### src/rtl/mc_pkg.sv
// Shared sizes and the configuration record of the macrocell.
// Assumes expanders draw only on input literals, so there is no feedback loop.
package mc_pkg;
    localparam int N_IN   = 4;
    localparam int N_EXP  = 2;
    localparam int N_PT   = 3;
    localparam int XLIT_W = 2 * N_IN;
    localparam int LIT_W  = 2 * (N_IN + N_EXP);
    localparam int CFG_W  = N_PT * LIT_W + N_EXP * XLIT_W + 2;

    typedef struct packed {
        logic [N_PT-1:0][LIT_W-1:0]   pt_mask;
        logic [N_EXP-1:0][XLIT_W-1:0] exp_mask;
        logic                         invert;
        logic                         use_reg;
    } mc_cfg_t;
endpackage

### src/rtl/mc_cfg_chain.sv
// Serial configuration chain. The first bit shifted in ends at the MSB.
// Assumes loading happens while the output is not in use.
module mc_cfg_chain
    import mc_pkg::*;
(
    input  logic    clk,
    input  logic    rst_n,
    input  logic    shift_en,
    input  logic    bit_in,
    output mc_cfg_t cfg_o
);
    logic [CFG_W-1:0] chain_q;

    // Clear on reset, otherwise shift one bit in when enabled.
    always_ff @(posedge clk) begin
        if (!rst_n)
            chain_q <= '0;
        else if (shift_en)
            chain_q <= {chain_q[CFG_W-2:0], bit_in};
    end

    assign cfg_o = mc_cfg_t'(chain_q);
endmodule

### src/rtl/mc_pterm.sv
// One AND-plane row: the AND of the literals picked by the fuse mask.
// An empty mask yields 0, so an unused row adds nothing to an OR.
module mc_pterm #(
    parameter int W = 8
) (
    input  logic [W-1:0] lits,
    input  logic [W-1:0] mask,
    output logic         term
);
    // Every selected literal must be 1, and at least one must be selected.
    always_comb term = (|mask) && (&(lits | ~mask));
endmodule

### src/rtl/mc_out_stage.sv
// Fixed OR of the product terms, programmable inversion and output register.
// Assumes the configuration is stable while in use.
module mc_out_stage #(
    parameter int N = 3
) (
    input  logic         clk,
    input  logic         rst_n,
    input  logic [N-1:0] terms,
    input  logic         invert,
    input  logic         use_reg,
    output logic         comb_o,
    output logic         f_out
);
    logic reg_q;

    // OR the terms, then apply the programmed polarity.
    always_comb comb_o = (|terms) ^ invert;

    // Capture the logic value on every clock edge.
    always_ff @(posedge clk) begin
        if (!rst_n)
            reg_q <= 1'b0;
        else
            reg_q <= comb_o;
    end

    // Pick the registered or the direct path.
    always_comb f_out = use_reg ? reg_q : comb_o;
endmodule

### src/rtl/mc_macrocell.sv
// Macrocell top: input literals, two expander rows fed back as literals,
// three product rows, then the output stage. Evaluation takes two passes
// through the plane: expanders first, then product terms.
module mc_macrocell
    import mc_pkg::*;
(
    input  logic            clk,
    input  logic            rst_n,
    input  logic            cfg_shift,
    input  logic            cfg_din,
    input  logic [N_IN-1:0] din,
    output logic            f_out
);
    mc_cfg_t           cfg_q;
    logic [XLIT_W-1:0] in_lits;
    logic [LIT_W-1:0]  all_lits;
    logic [N_EXP-1:0]  exp_prod;
    logic [N_EXP-1:0]  exp_vec;
    logic [N_PT-1:0]   pt_vec;
    logic              comb_val;

    mc_cfg_chain u_chain (
        .clk      (clk),
        .rst_n    (rst_n),
        .shift_en (cfg_shift),
        .bit_in   (cfg_din),
        .cfg_o    (cfg_q)
    );

    // True and complement literals of each input.
    for (genvar i = 0; i < N_IN; i++) begin : g_in_lit
        assign in_lits[2*i]   = din[i];
        assign in_lits[2*i+1] = ~din[i];
    end

    // First pass: expander rows, inverted and fed back.
    for (genvar j = 0; j < N_EXP; j++) begin : g_exp
        mc_pterm #(.W(XLIT_W)) u_exp (
            .lits (in_lits),
            .mask (cfg_q.exp_mask[j]),
            .term (exp_prod[j])
        );
        assign exp_vec[j]                  = ~exp_prod[j];
        assign all_lits[XLIT_W + 2*j]      = exp_vec[j];
        assign all_lits[XLIT_W + 2*j + 1]  = exp_prod[j];
    end
    assign all_lits[XLIT_W-1:0] = in_lits;

    // Second pass: product rows over inputs and expanders.
    for (genvar k = 0; k < N_PT; k++) begin : g_pt
        mc_pterm #(.W(LIT_W)) u_pt (
            .lits (all_lits),
            .mask (cfg_q.pt_mask[k]),
            .term (pt_vec[k])
        );
    end

    mc_out_stage #(.N(N_PT)) u_out (
        .clk     (clk),
        .rst_n   (rst_n),
        .terms   (pt_vec),
        .invert  (cfg_q.invert),
        .use_reg (cfg_q.use_reg),
        .comb_o  (comb_val),
        .f_out   (f_out)
    );
endmodule

### config.mk
export PLATFORM = sky130hd
export DESIGN_NAME = mc_macrocell
export DESIGN_NICKNAME = d
export VERILOG_FILES = /design/src/rtl/mc_pkg.sv /design/src/rtl/mc_cfg_chain.sv /design/src/rtl/mc_pterm.sv /design/src/rtl/mc_out_stage.sv /design/src/rtl/mc_macrocell.sv
export SDC_FILE = /design/constraint.sdc
export NUM_CORES = 1
export LEC_CHECK = 0
export CORE_MARGIN = 4
export CORE_UTILIZATION = 50
export CTS_CLUSTER_SIZE = 8
export DETAILED_ROUTE_END_ITERATION = 16
export DONT_BUFFER_PORTS = 1
export SLEW_MARGIN = 5
export SYNTH_ARGS = -nofsm -noshare
export SYNTH_HDL_FRONTEND = slang
export SYNTH_SLANG_ARGS = --single-unit
### constraint.sdc
create_clock -name clk -period 4.2 [get_ports clk]
set_clock_uncertainty 0.05 [all_clocks]
set_input_delay 0.84 -clock clk [delete_from_list [all_inputs] [get_ports clk]]
set_output_delay 0.84 -clock clk [all_outputs]
set_load 0.05 [all_outputs]
Word-level counts from Yosys, hierarchy flattened
Index checks and enable logic that the tools add are counted.
- input port bits: 8
- output and inout bits: 1
- register bits: 55
- bitwise operators: 17
- reduce and logical (&&, ||, !) cells: 16
- mux-type cells: 1
- operator list (kind ; count):
    $not 12->12 ; 3
    $or 12x12->12 ; 3
    $reduce_and 12->1 ; 3
    $reduce_or 12->1 ; 3
    $not 8->8 ; 2
    $or 8x8->8 ; 2
    $reduce_and 8->1 ; 2
    $reduce_or 8->1 ; 2
    $not 1->1 ; 6
    $logic_and 1x1->1 ; 5
    $reduce_or 3->1 ; 1
    $mux 1 ; 1
    $xor 1x1->1 ; 1

Depth between registers and ports, before layout
Gate-level depths: netlist of run 1.
- depth in word-level cells: 11
- depth in mapped cells: 8

Cells and area by module
Synthesis of run 1 repeated with hierarchy kept, for this count alone.
- cell total of the unflattened synthesis: 272
- area, all modules: 2750.1 µm²
- by module, submodules not included (module ; instances ; area an instance (µm²) ; cells each):
    mc_cfg_chain ; 1 ; 2064.5 ; 173
    mc_pterm at g_pt[0].u_pt ... ; 3 ; 132.6 ; 20
    mc_pterm at g_exp[0].u_exp ... ; 2 ; 101.3 ; 13
    mc_out_stage ; 1 ; 62.6 ; 7
    mc_macrocell ; 1 ; 22.5 ; 6

Worst setup path after synthesis of run 1
OpenSTA, ideal clock, no wires.
- path type: input -> output
- start: in din[0]
- end: out f_out
- data arrival time: 2.841 ns
- cell stages on the path: 8
- setup slack: 0.469 ns
- path through: buf_6 -> mux2_4 -> a211oi_2 -> and2_4 -> mux2i_1 -> nand3_1 -> and3_1 -> o31ai_2
- longest elaborated chain between the ends: 11
- ends and longest elaborated chain (element ; RTL line ; RTL):
    start: declaration ; mc_macrocell.sv:11 ; input logic [N_IN-1:0] din,
    $not 1->1 ; mc_macrocell.sv:33 ; assign in_lits[2*i+1] = ~din[i];
    $or 8x8->8 ; mc_pterm.sv:11 ; always_comb term = (|mask) && (&(lits | ~mask));
    $reduce_and 8->1 ; mc_pterm.sv:11 ;
    $logic_and 1x1->1 ; mc_pterm.sv:11 ;
    $not 1->1 ; mc_macrocell.sv:43 ; assign exp_vec[j] = ~exp_prod[j];
    $or 12x12->12 ; mc_pterm.sv:11 ;
    $reduce_and 12->1 ; mc_pterm.sv:11 ;
    $logic_and 1x1->1 ; mc_pterm.sv:11 ;
    $reduce_or 3->1 * ; mc_out_stage.sv:17 ; always_comb comb_o = (|terms) ^ invert;
    $xor 1x1->1 * ; mc_out_stage.sv:17 ;
    $mux 1 * ; mc_out_stage.sv:28 ; always_comb f_out = use_reg ? reg_q : comb_o;
    end: declaration ; mc_macrocell.sv:12 ; output logic f_out
Mark *: on every way between the ends. The rest lies on a longest branch, timed or not.

Final worst setup path of run 1
- start: in din[2]
- end: out f_out
The elaborated chain is that of the path after synthesis.

==> results of run 1 <==
through the flow:
stage | instances | power [mW] | instance area, um^2
CTS | 300 | 0.8370 | 2664
global placement | 292 | 0.5619 | 2582
detailed placement | 292 | 0.5622 | 2582
finish | 300 | 0.8263 | 2664
floorplan | 240 | 0.5839 | 2575
global route | 300 | 0.8663 | 2664
layout by cell type (no fill, tap or decap), types with 2 or more instances in the layout:
| cell type | count |
|---|---|
| or4_1 | 2 |
| clkbuf_8 | 5 |
| nor4_1 | 11 |
| dfxtp_1 | 55 |
| nand4_1 | 4 |
| mux2i_1 | 74 |
| clkbuf_1 | 2 |
| nor2b_1 | 55 |
| a211oi_2 | 2 |
| nor2_1 | 2 |
| a31o_2 | 2 |
| mux2_4 | 2 |
cell type report:
type | count | area, um^2 | area share
Clock buffer | 7 | 76.32 | 0.02865
Tap cell | 67 | 83.83 | 0.03147
Multi-Input combinational cell | 168 | 1386 | 0.5204
Sequential cell | 55 | 1101 | 0.4133
Timing Repair Buffer | 1 | 7.507 | 0.002818
Inverter | 1 | 3.754 | 0.001409
Clock inverter | 1 | 5.005 | 0.001879
worst max-delay path: stages:
cell and delay [ns]:
mux2_4 0.29, a211oi_2 0.24, a21boi_0 0.12, a211oi_1 0.27, a32oi_1 0.11, and3_1 0.23
o31ai_2 0.18, buf_4 0.23
per-layer routing:
layer / wire [um] / share of wire / track usage / vias up
met3: 118 / 0.024 / 0.04063 / 13
met5: 0 / 0 / 0 / -
met4: 119 / 0.024 / 0.07264 / 0
met1: 2413 / 0.50 / 0.2246 / 769
li1: - / - / - / 830
met2: 2209 / 0.45 / 0.2654 / 18
logic make-up after synthesis:
logic type	Yosys count
simple gates	80
mux	77
compound gates	11
flops	55
buf+inv	17
power by group:
group          switching, mW  internal, mW  leakage, nW  total (mW)
registers            0.00130         0.522        0.443       0.524
clock network          0.160         0.117       0.0422       0.277
logic                0.00338        0.0223        0.566      0.0257
total                  0.164         0.662         1.05       0.826
state kept, by name, summed over array words and instances (netlist names):
signal	cells
u_chain.cfg_o	54
u_out.reg_q	1
worst paths after layout:
check | endpoint | cells past startpoint | from | slack (ns)
worst min register to register | u_chain.cfg_o[1] | 2 | u_chain.cfg_o[1] | 0.50
worst min-delay path | u_chain.cfg_o[1] | 2 | u_chain.cfg_o[1] | 0.50
worst max register to register | u_out.reg_q | 7 | u_chain.cfg_o[14] | 2.24
worst max-delay path | f_out | 8 | din[2] | 0.79
==> results.cfg, run 1 <==
[global_route]
antenna_found_initial = 0
grt.total_usage = 0.1703
grt_pass1_vias = 1609
grt_overflow_total = 0
grt_pass1_wl_mm = 8.293
grt_start_max_net_pins = 56

[logic_synthesis]
synth.area.mux_share = 0.3037
ys_seq_area_frac = 0.4276
synthAdderAreaFrac = 0
synth_top_area_frac = 0.4276
synth.area.top_cells = dfxtp_1 43%, mux2i_1 29%, nor2b_1 13%
yosys_most_used_dff = dfxtp_1
synthesis.area_um2 = 2575
yosysMostFrequentCell = mux2i_1
synth_compound_area_frac = 0.03839
synthesis.nets = 248
synthCells = 240
synthArstFlopShare = 0
synthDistinctLibCells = 29
syn_area_per_cell_um2 = 10.73
ys_ff_latch = 55
synth_xor_xnor_area_share = 0
synthSimpleGateAreaFrac = 0.1963
synth_top_cell_by_area = dfxtp_1
synth_top_family_by_area = multiplexers
synth-edff-count = 0
yosys_warnings = 0
yosys-top-cells-count = 74 x mux2i_1, 55 x dfxtp_1, 55 x nor2b_1

[cts]
cts_made_buffers = 5
clk_transition_reported_paths_ns = 0.09
clock-sinks = 55
clock_path_buffers = 2
h-tree-depth = 2
clock_latency_ns = 0.30
cts_tree = built
cts.repair.resized = 0
cts_root_buf = clkbuf_8
postCtsHoldBufs = 0
cts_setup_buffers = 0

[route]
drt_wl_total_mm = 4.861
drtIter0Drc = 97
route.detailed.drc = 0
drt_pass1_iterations = 4
via_count = 1630
drt-wirelength-per-cell_um = 16.20
avgViaCountPerCell = 5.433
ant_nets = 0

[floorplan]
start_util = 0.5311
io-pin-count = 9
die_h_um = 79.77
core_um2 = 4848
dieWidth_um = 79.77
dieArea_um2 = 6362
rows = 25

[timing]
rsz0062_at_grt = false
fin_tns_setup_ns = 0
finalSetupViolCount = 0
hold_viol_final = 0
worstMarginPinSlew_ns = 0.4279
maxSlewHeadroom = 0.7137
worst_slack_ns = 0.7946
whs_ns = 0.4996
fin_crit_sh = 0.8108
period_needed_ns = 3.405
max_freq_mhz = 293.6
finalMaxSlewViolations = 0

[outcome]
outcome = completed

[critical_path]
critical_path_class = input port to output pin
worstPathMaxFanout = 5
cp.arrival_ns = 2.52
critPathLaunchType = input port
crit_required_ns = 3.31
critPathCaptureType = output pin

[cells_and_area]
post-route-util = 0.5494
fin_nets = 240
num-fill-cells = 447
drive_above_1_share = 0.08155
area_growth_pct = 3.450
antenna_cells = 0

[pwr]
irDropWorstVdd_uv = 223.7
power_leakage_nw = 1.052
p_per_area_nw_per_um2 = 310.2

[placed_design]
dpl.hpwl_mm = 3.318
port_buffers = 0
pre_cts_ws_ns = 0.7403
gp_routability_congestion = 0.8108

[run]
drv_cap = 0

[min_path]
hold_class = register to register
(Power assumes the default switching activity.)
==> run 2, diff against run 1 <==
Settings changed: ABC_AREA from default to 1, PLACE_DENSITY from default to 0.68.
Clock period 4.2 ns to 3.1 ns, I/O delays scaled along.
==> results.cfg, run 2 <==
[cts]
cts_root_buf = clkbuf_8
cts.repair.resized = 0
cts_setup_buffers = 0
clk_transition_reported_paths_ns = 0.10
clock_path_buffers = 2
cts_tree = built
h-tree-depth = 2
cts_made_buffers = 5
clock-sinks = 55
postCtsHoldBufs = 0
clock_latency_ns = 0.31

[floorplan]
dieWidth_um = 79.36
io-pin-count = 9
core_um2 = 4817
start_util = 0.5286
die_h_um = 79.36
dieArea_um2 = 6298
rows = 25

[global_route]
grt_pass1_wl_mm = 10.25
grt_start_max_net_pins = 73
grt.total_usage = 0.2055
grt_overflow_total = 0
grt_pass1_vias = 2155
antenna_found_initial = 0

[route]
route.detailed.drc = 0
via_count = 2300
drt_pass1_iterations = 5
ant_nets = 0
drtIter0Drc = 137
drt-wirelength-per-cell_um = 13.08
drt_wl_total_mm = 5.860
avgViaCountPerCell = 5.134

[logic_synthesis]
ys_ff_latch = 55
yosys-top-cells-count = 88 x nand2_1, 80 x nor2_1, 57 x o21ai_0
yosys_most_used_dff = dfxtp_1
yosysMostFrequentCell = nand2_1
yosys_warnings = 0
synth_top_cell_by_area = dfxtp_1
synth.area.top_cells = dfxtp_1 43%, nand2_1 13%, nor2_1 12%
synth_top_area_frac = 0.4324
synthArstFlopShare = 0
synthesis.area_um2 = 2546
synth-edff-count = 0
syn_area_per_cell_um2 = 6.529
synthCells = 390
synthesis.nets = 398
synthDistinctLibCells = 18
ys_seq_area_frac = 0.4324

[critical_path]
r2r_start = u_chain.cfg_o[2]
crit_buf_inv = 0
critPathCaptureType = output pin
r2r_cells = 10
critical_path.cell_chain = nor2_1 -> nand4_1 -> nand3_1 -> nand2_1 -> nand2_1 -> nand3_2 -> nand4_1 -> nand3_1 -> nand2_1
crit_required_ns = 2.43
r2r-end = u_out.reg_q
worst_path_largest_cell_delay_ns = 0.36
endpoint = f_out
critical_path_class = register to output pin
crit_path_frequent_cell = nand2_1
crit_start = u_chain.cfg_o[2]
cpMaxStageDelayCell = dfxtp_1
worstPathMaxFanout = 4
cpLargestDelayFamily = simple AND/OR/NAND/NOR gates
r2r_slack_ns = 1.61
cp.depth = 9
critPathLaunchType = register
cp.arrival_ns = 1.96

[cells_and_area]
area_growth_pct = 5.405
drive_above_1_share = 0.07612
fin_nets = 388
num-fill-cells = 490
final_cell_mix = 88 x nand2_1, 80 x nor2_1, 57 x o21ai_0
seq_area_um2 = 1101
final_common_cell = nand2_1
antenna_cells = 0
largest_register_ffs = 54
multi_input_area_um2 = 1242
fin_area_um2 = 2684

[timing]
finalMaxSlewViolations = 0
worstMarginPinSlew_ns = 0.4619
finalSetupViolCount = 0
rsz0062_at_grt = false
whs_ns = 0.3437
period_needed_ns = 2.625
fin_crit_sh = 0.8469
max_freq_mhz = 380.9
hold_viol_final = 0
fin_tns_setup_ns = 0
maxSlewHeadroom = 0.6914

[run]
drv_cap = 0

[placed_design]
port_buffers = 0
dpl.hpwl_mm = 4.012
gp_routability_congestion = 0.8716
post_dp_cell_area_um2 = 2566

[pwr]
p_per_area_nw_per_um2 = 562.8
irDropWorstVdd_uv = 344.2
power_leakage_nw = 1.206

[min_path]
hold_class = input port to register

[outcome]
outcome = completed
[run 2: cell types whose count changed after synthesis, sizes merged, moves of 11 or more]
cell | previous run | this run
nor4 | 11 | 0
nor2b | 55 | 0
nand2 | 1 | 90
o21ai | 0 | 57
mux2i | 74 | 0
a21oi | 2 | 31
nor2 | 2 | 85
inv | 1 | 32
[run 2: how the worst min path moves through the flow]
stage,from,endpoint,cells after the start
after detailed placement,u_chain.cfg_o[13],u_chain.cfg_o[14],2
after floorplan,u_chain.cfg_o[18],u_chain.cfg_o[19],2
after global placement,u_chain.cfg_o[13],u_chain.cfg_o[14],2
after CTS,cfg_shift,u_chain.cfg_o[53],1
after global routing,cfg_shift,u_chain.cfg_o[21],1
final,cfg_shift,u_chain.cfg_o[21],1
[run 2: stage by stage]
| step | total power, mW | worst slack [ns] | instances | util |
|---|---|---|---|---|
| after detailed placement | 1.033 | 0.5399 | 440 | 0.5327 |
| after global routing | 1.594 | 0.3060 | 448 | 0.5571 |
| after global placement | 1.028 | 0.5486 | 440 | 0.5327 |
| final | 1.510 | 0.4745 | 448 | 0.5571 |
| after CTS | 1.521 | 0.4712 | 448 | 0.5571 |
| after floorplan | 1.003 | 0.5827 | 390 | - |
[run 2: layout make-up]
class | instances | share of cell area
flip-flops and latches | 55 | 0.4103
clock buffers | 6 | 0.03077
inverters | 33 | 0.04615
clock inverters | 2 | 0.01305
multi-input cells | 283 | 0.4629
well taps | 67 | 0.03124
repair buffers | 2 | 0.005594
[run 2: cells by family after synthesis]
kind of cell,Yosys count,synth area share
AO/OA/AOI/OAI,88,0.1730
AND/OR/NAND/NOR,195,0.3150
buffers and inverters,52,0.07961
flip-flops,55,0.4324
[run 2: per-layer routing]
layer	share of wire	up-vias	GRT usage
met1	0.50	1035	0.2921
met4	0.015	0	0.05670
li1	-	1215	-
met5	0	-	0
met3	0.042	9	0.04649
met2	0.45	41	0.3123
[run 2: worst reg2reg max path, stage by stage, from the launching register on]
cell and delay [ns]:
dfxtp_1 0.36, nor2_1 0.11, nand4_1 0.20, nand3_1 0.18, nand2_1 0.07, nand2_1 0.08
nand3_2 0.10, nand3_2 0.10, nand2_2 0.05, nand2_1 0.07, nor2_2 0.03
[run 2: power by group]
part	switching, mW	leakage [nW]	internal (mW)
combinational	0.139	0.689	0.0822
sequential	0.0421	0.455	0.754
clock	0.231	0.0612	0.262
==> run 3, diff against run 2 <==
Settings changed: PLACE_DENSITY 0.68 to default.
Clock period 3.1 ns to 2.7 ns, I/O delays scaled along.
==> results.cfg, run 3 (synthesis results as in run 2) <==
[critical_path]
cp.arrival_ns = 1.84
crit_buf_inv = 1
critPathLaunchType = register
critical_path.cell_chain = nor2_1 -> nand4_1 -> nand3_1 -> nand2_1 -> nand2_1 -> nand3_2 -> nand4_1 -> nand3_1 -> nand2_1 -> buf_4
crit_path_frequent_cell = nand2_1
worst_path_largest_cell_delay_ns = 0.35
cpLargestDelayFamily = simple AND/OR/NAND/NOR gates
worstPathMaxFanout = 4
cpMaxStageDelayCell = dfxtp_1
critPathCaptureType = output pin
crit_required_ns = 2.11
critical_path_class = register to output pin

[timing]
worstMarginPinSlew_ns = 0.3812
whs_ns = 0.2635
rsz0062_at_grt = false
period_needed_ns = 2.435
max_freq_mhz = 410.7
finalSetupViolCount = 0
finalMaxSlewViolations = 0
maxSlewHeadroom = 0.7443
fin_tns_setup_ns = 0
hold_viol_final = 0
fin_crit_sh = 0.9017

[cells_and_area]
num-fill-cells = 510
largest_register_ffs = 54
final_common_cell = nand2_1
antenna_cells = 0
area_growth_pct = 5.209
fin_area_um2 = 2679
drive_above_1_share = 0.07612
final_cell_mix = 88 x nand2_1, 80 x nor2_1, 57 x o21ai_0
fin_nets = 388

[route]
via_count = 2264
drt_wl_total_mm = 5.914
drtIter0Drc = 154
avgViaCountPerCell = 5.054
drt-wirelength-per-cell_um = 13.20
ant_nets = 0
drt_pass1_iterations = 5
route.detailed.drc = 0

[cts]
clk_transition_reported_paths_ns = 0.10
cts.repair.resized = 0
cts_made_buffers = 5
clock_latency_ns = 0.31
cts_setup_buffers = 0
cts_tree = built
postCtsHoldBufs = 0
clock_path_buffers = 2
h-tree-depth = 2
cts_root_buf = clkbuf_8
clock-sinks = 55

[pwr]
p_per_area_nw_per_um2 = 642.7
irDropWorstVdd_uv = 267.0
power_leakage_nw = 1.203

[global_route]
grt_overflow_total = 0
antenna_found_initial = 0
grt_pass1_vias = 1983
grt_pass1_wl_mm = 10.02
grt_start_max_net_pins = 73
grt.total_usage = 0.2023

[floorplan]
die_h_um = 79.36
dieArea_um2 = 6298
start_util = 0.5286
dieWidth_um = 79.36
io-pin-count = 9
core_um2 = 4817
rows = 25

[placed_design]
post_dp_cell_area_um2 = 2566
gp_routability_congestion = 0.8347
port_buffers = 0
dpl.hpwl_mm = 4.019

[min_path]
hold_class = input port to register

[run]
drv_cap = 0

[outcome]
outcome = completed
==> run 3: cell types whose count changed in the layout (fill, tap and decap cells not counted) <==
cell | previous run | this run
clkinv_4 | 0 | 1
clkbuf_8 | 6 | 5
==> run 3: final timing paths <==
kind	endpoint	start	slack, ns	cells after the start
hold reg to reg	u_chain.cfg_o[18]	u_chain.cfg_o[17]	0.44	2
setup reg to reg	u_out.reg_q	u_chain.cfg_o[2]	1.23	10
setup / recovery	f_out	u_chain.cfg_o[2]	0.27	10
hold / removal	u_chain.cfg_o[12]	cfg_shift	0.26	1
==> run 3: cell type report <==
class	instances	area, um^2	share of cell area
clock buffers	5	68.82	0.02569
clock inverters	3	43.79	0.01635
inverters	33	123.9	0.04624
multi-input cells	283	1242	0.4638
flip-flops and latches	55	1101	0.4110
well taps	67	83.83	0.03129
repair buffers	2	15.01	0.005605
==> run 3: through the flow <==
step / setup WS (ns) / instances / util / power [mW]
global placement: 0.4067 / 440 / 0.5327 / 1.192
CTS: 0.2396 / 448 / 0.5561 / 1.742
floorplan: 0.3427 / 390 / - / 1.152
finish: 0.2653 / 448 / 0.5561 / 1.722
detailed placement: 0.4021 / 440 / 0.5327 / 1.194
global route: 0.04354 / 448 / 0.5561 / 1.822
==> run 3: where the power goes <==
group	total, mW	switching, mW	internal (mW)
Combinational	0.259	0.159	0.0992
Sequential	0.914	0.0485	0.865
Clock	0.549	0.273	0.277
Total	1.72	0.481	1.24
==> run 3: layer usage <==
layer,wire [um],track usage,vias to the layer above,part of all wire
met5,0,0,-,0
met4,49,0.05498,0,0.0083
met3,251,0.03741,4,0.042
met2,2612,0.3114,41,0.44
met1,3000,0.2894,1006,0.51
li1,-,-,1213,-
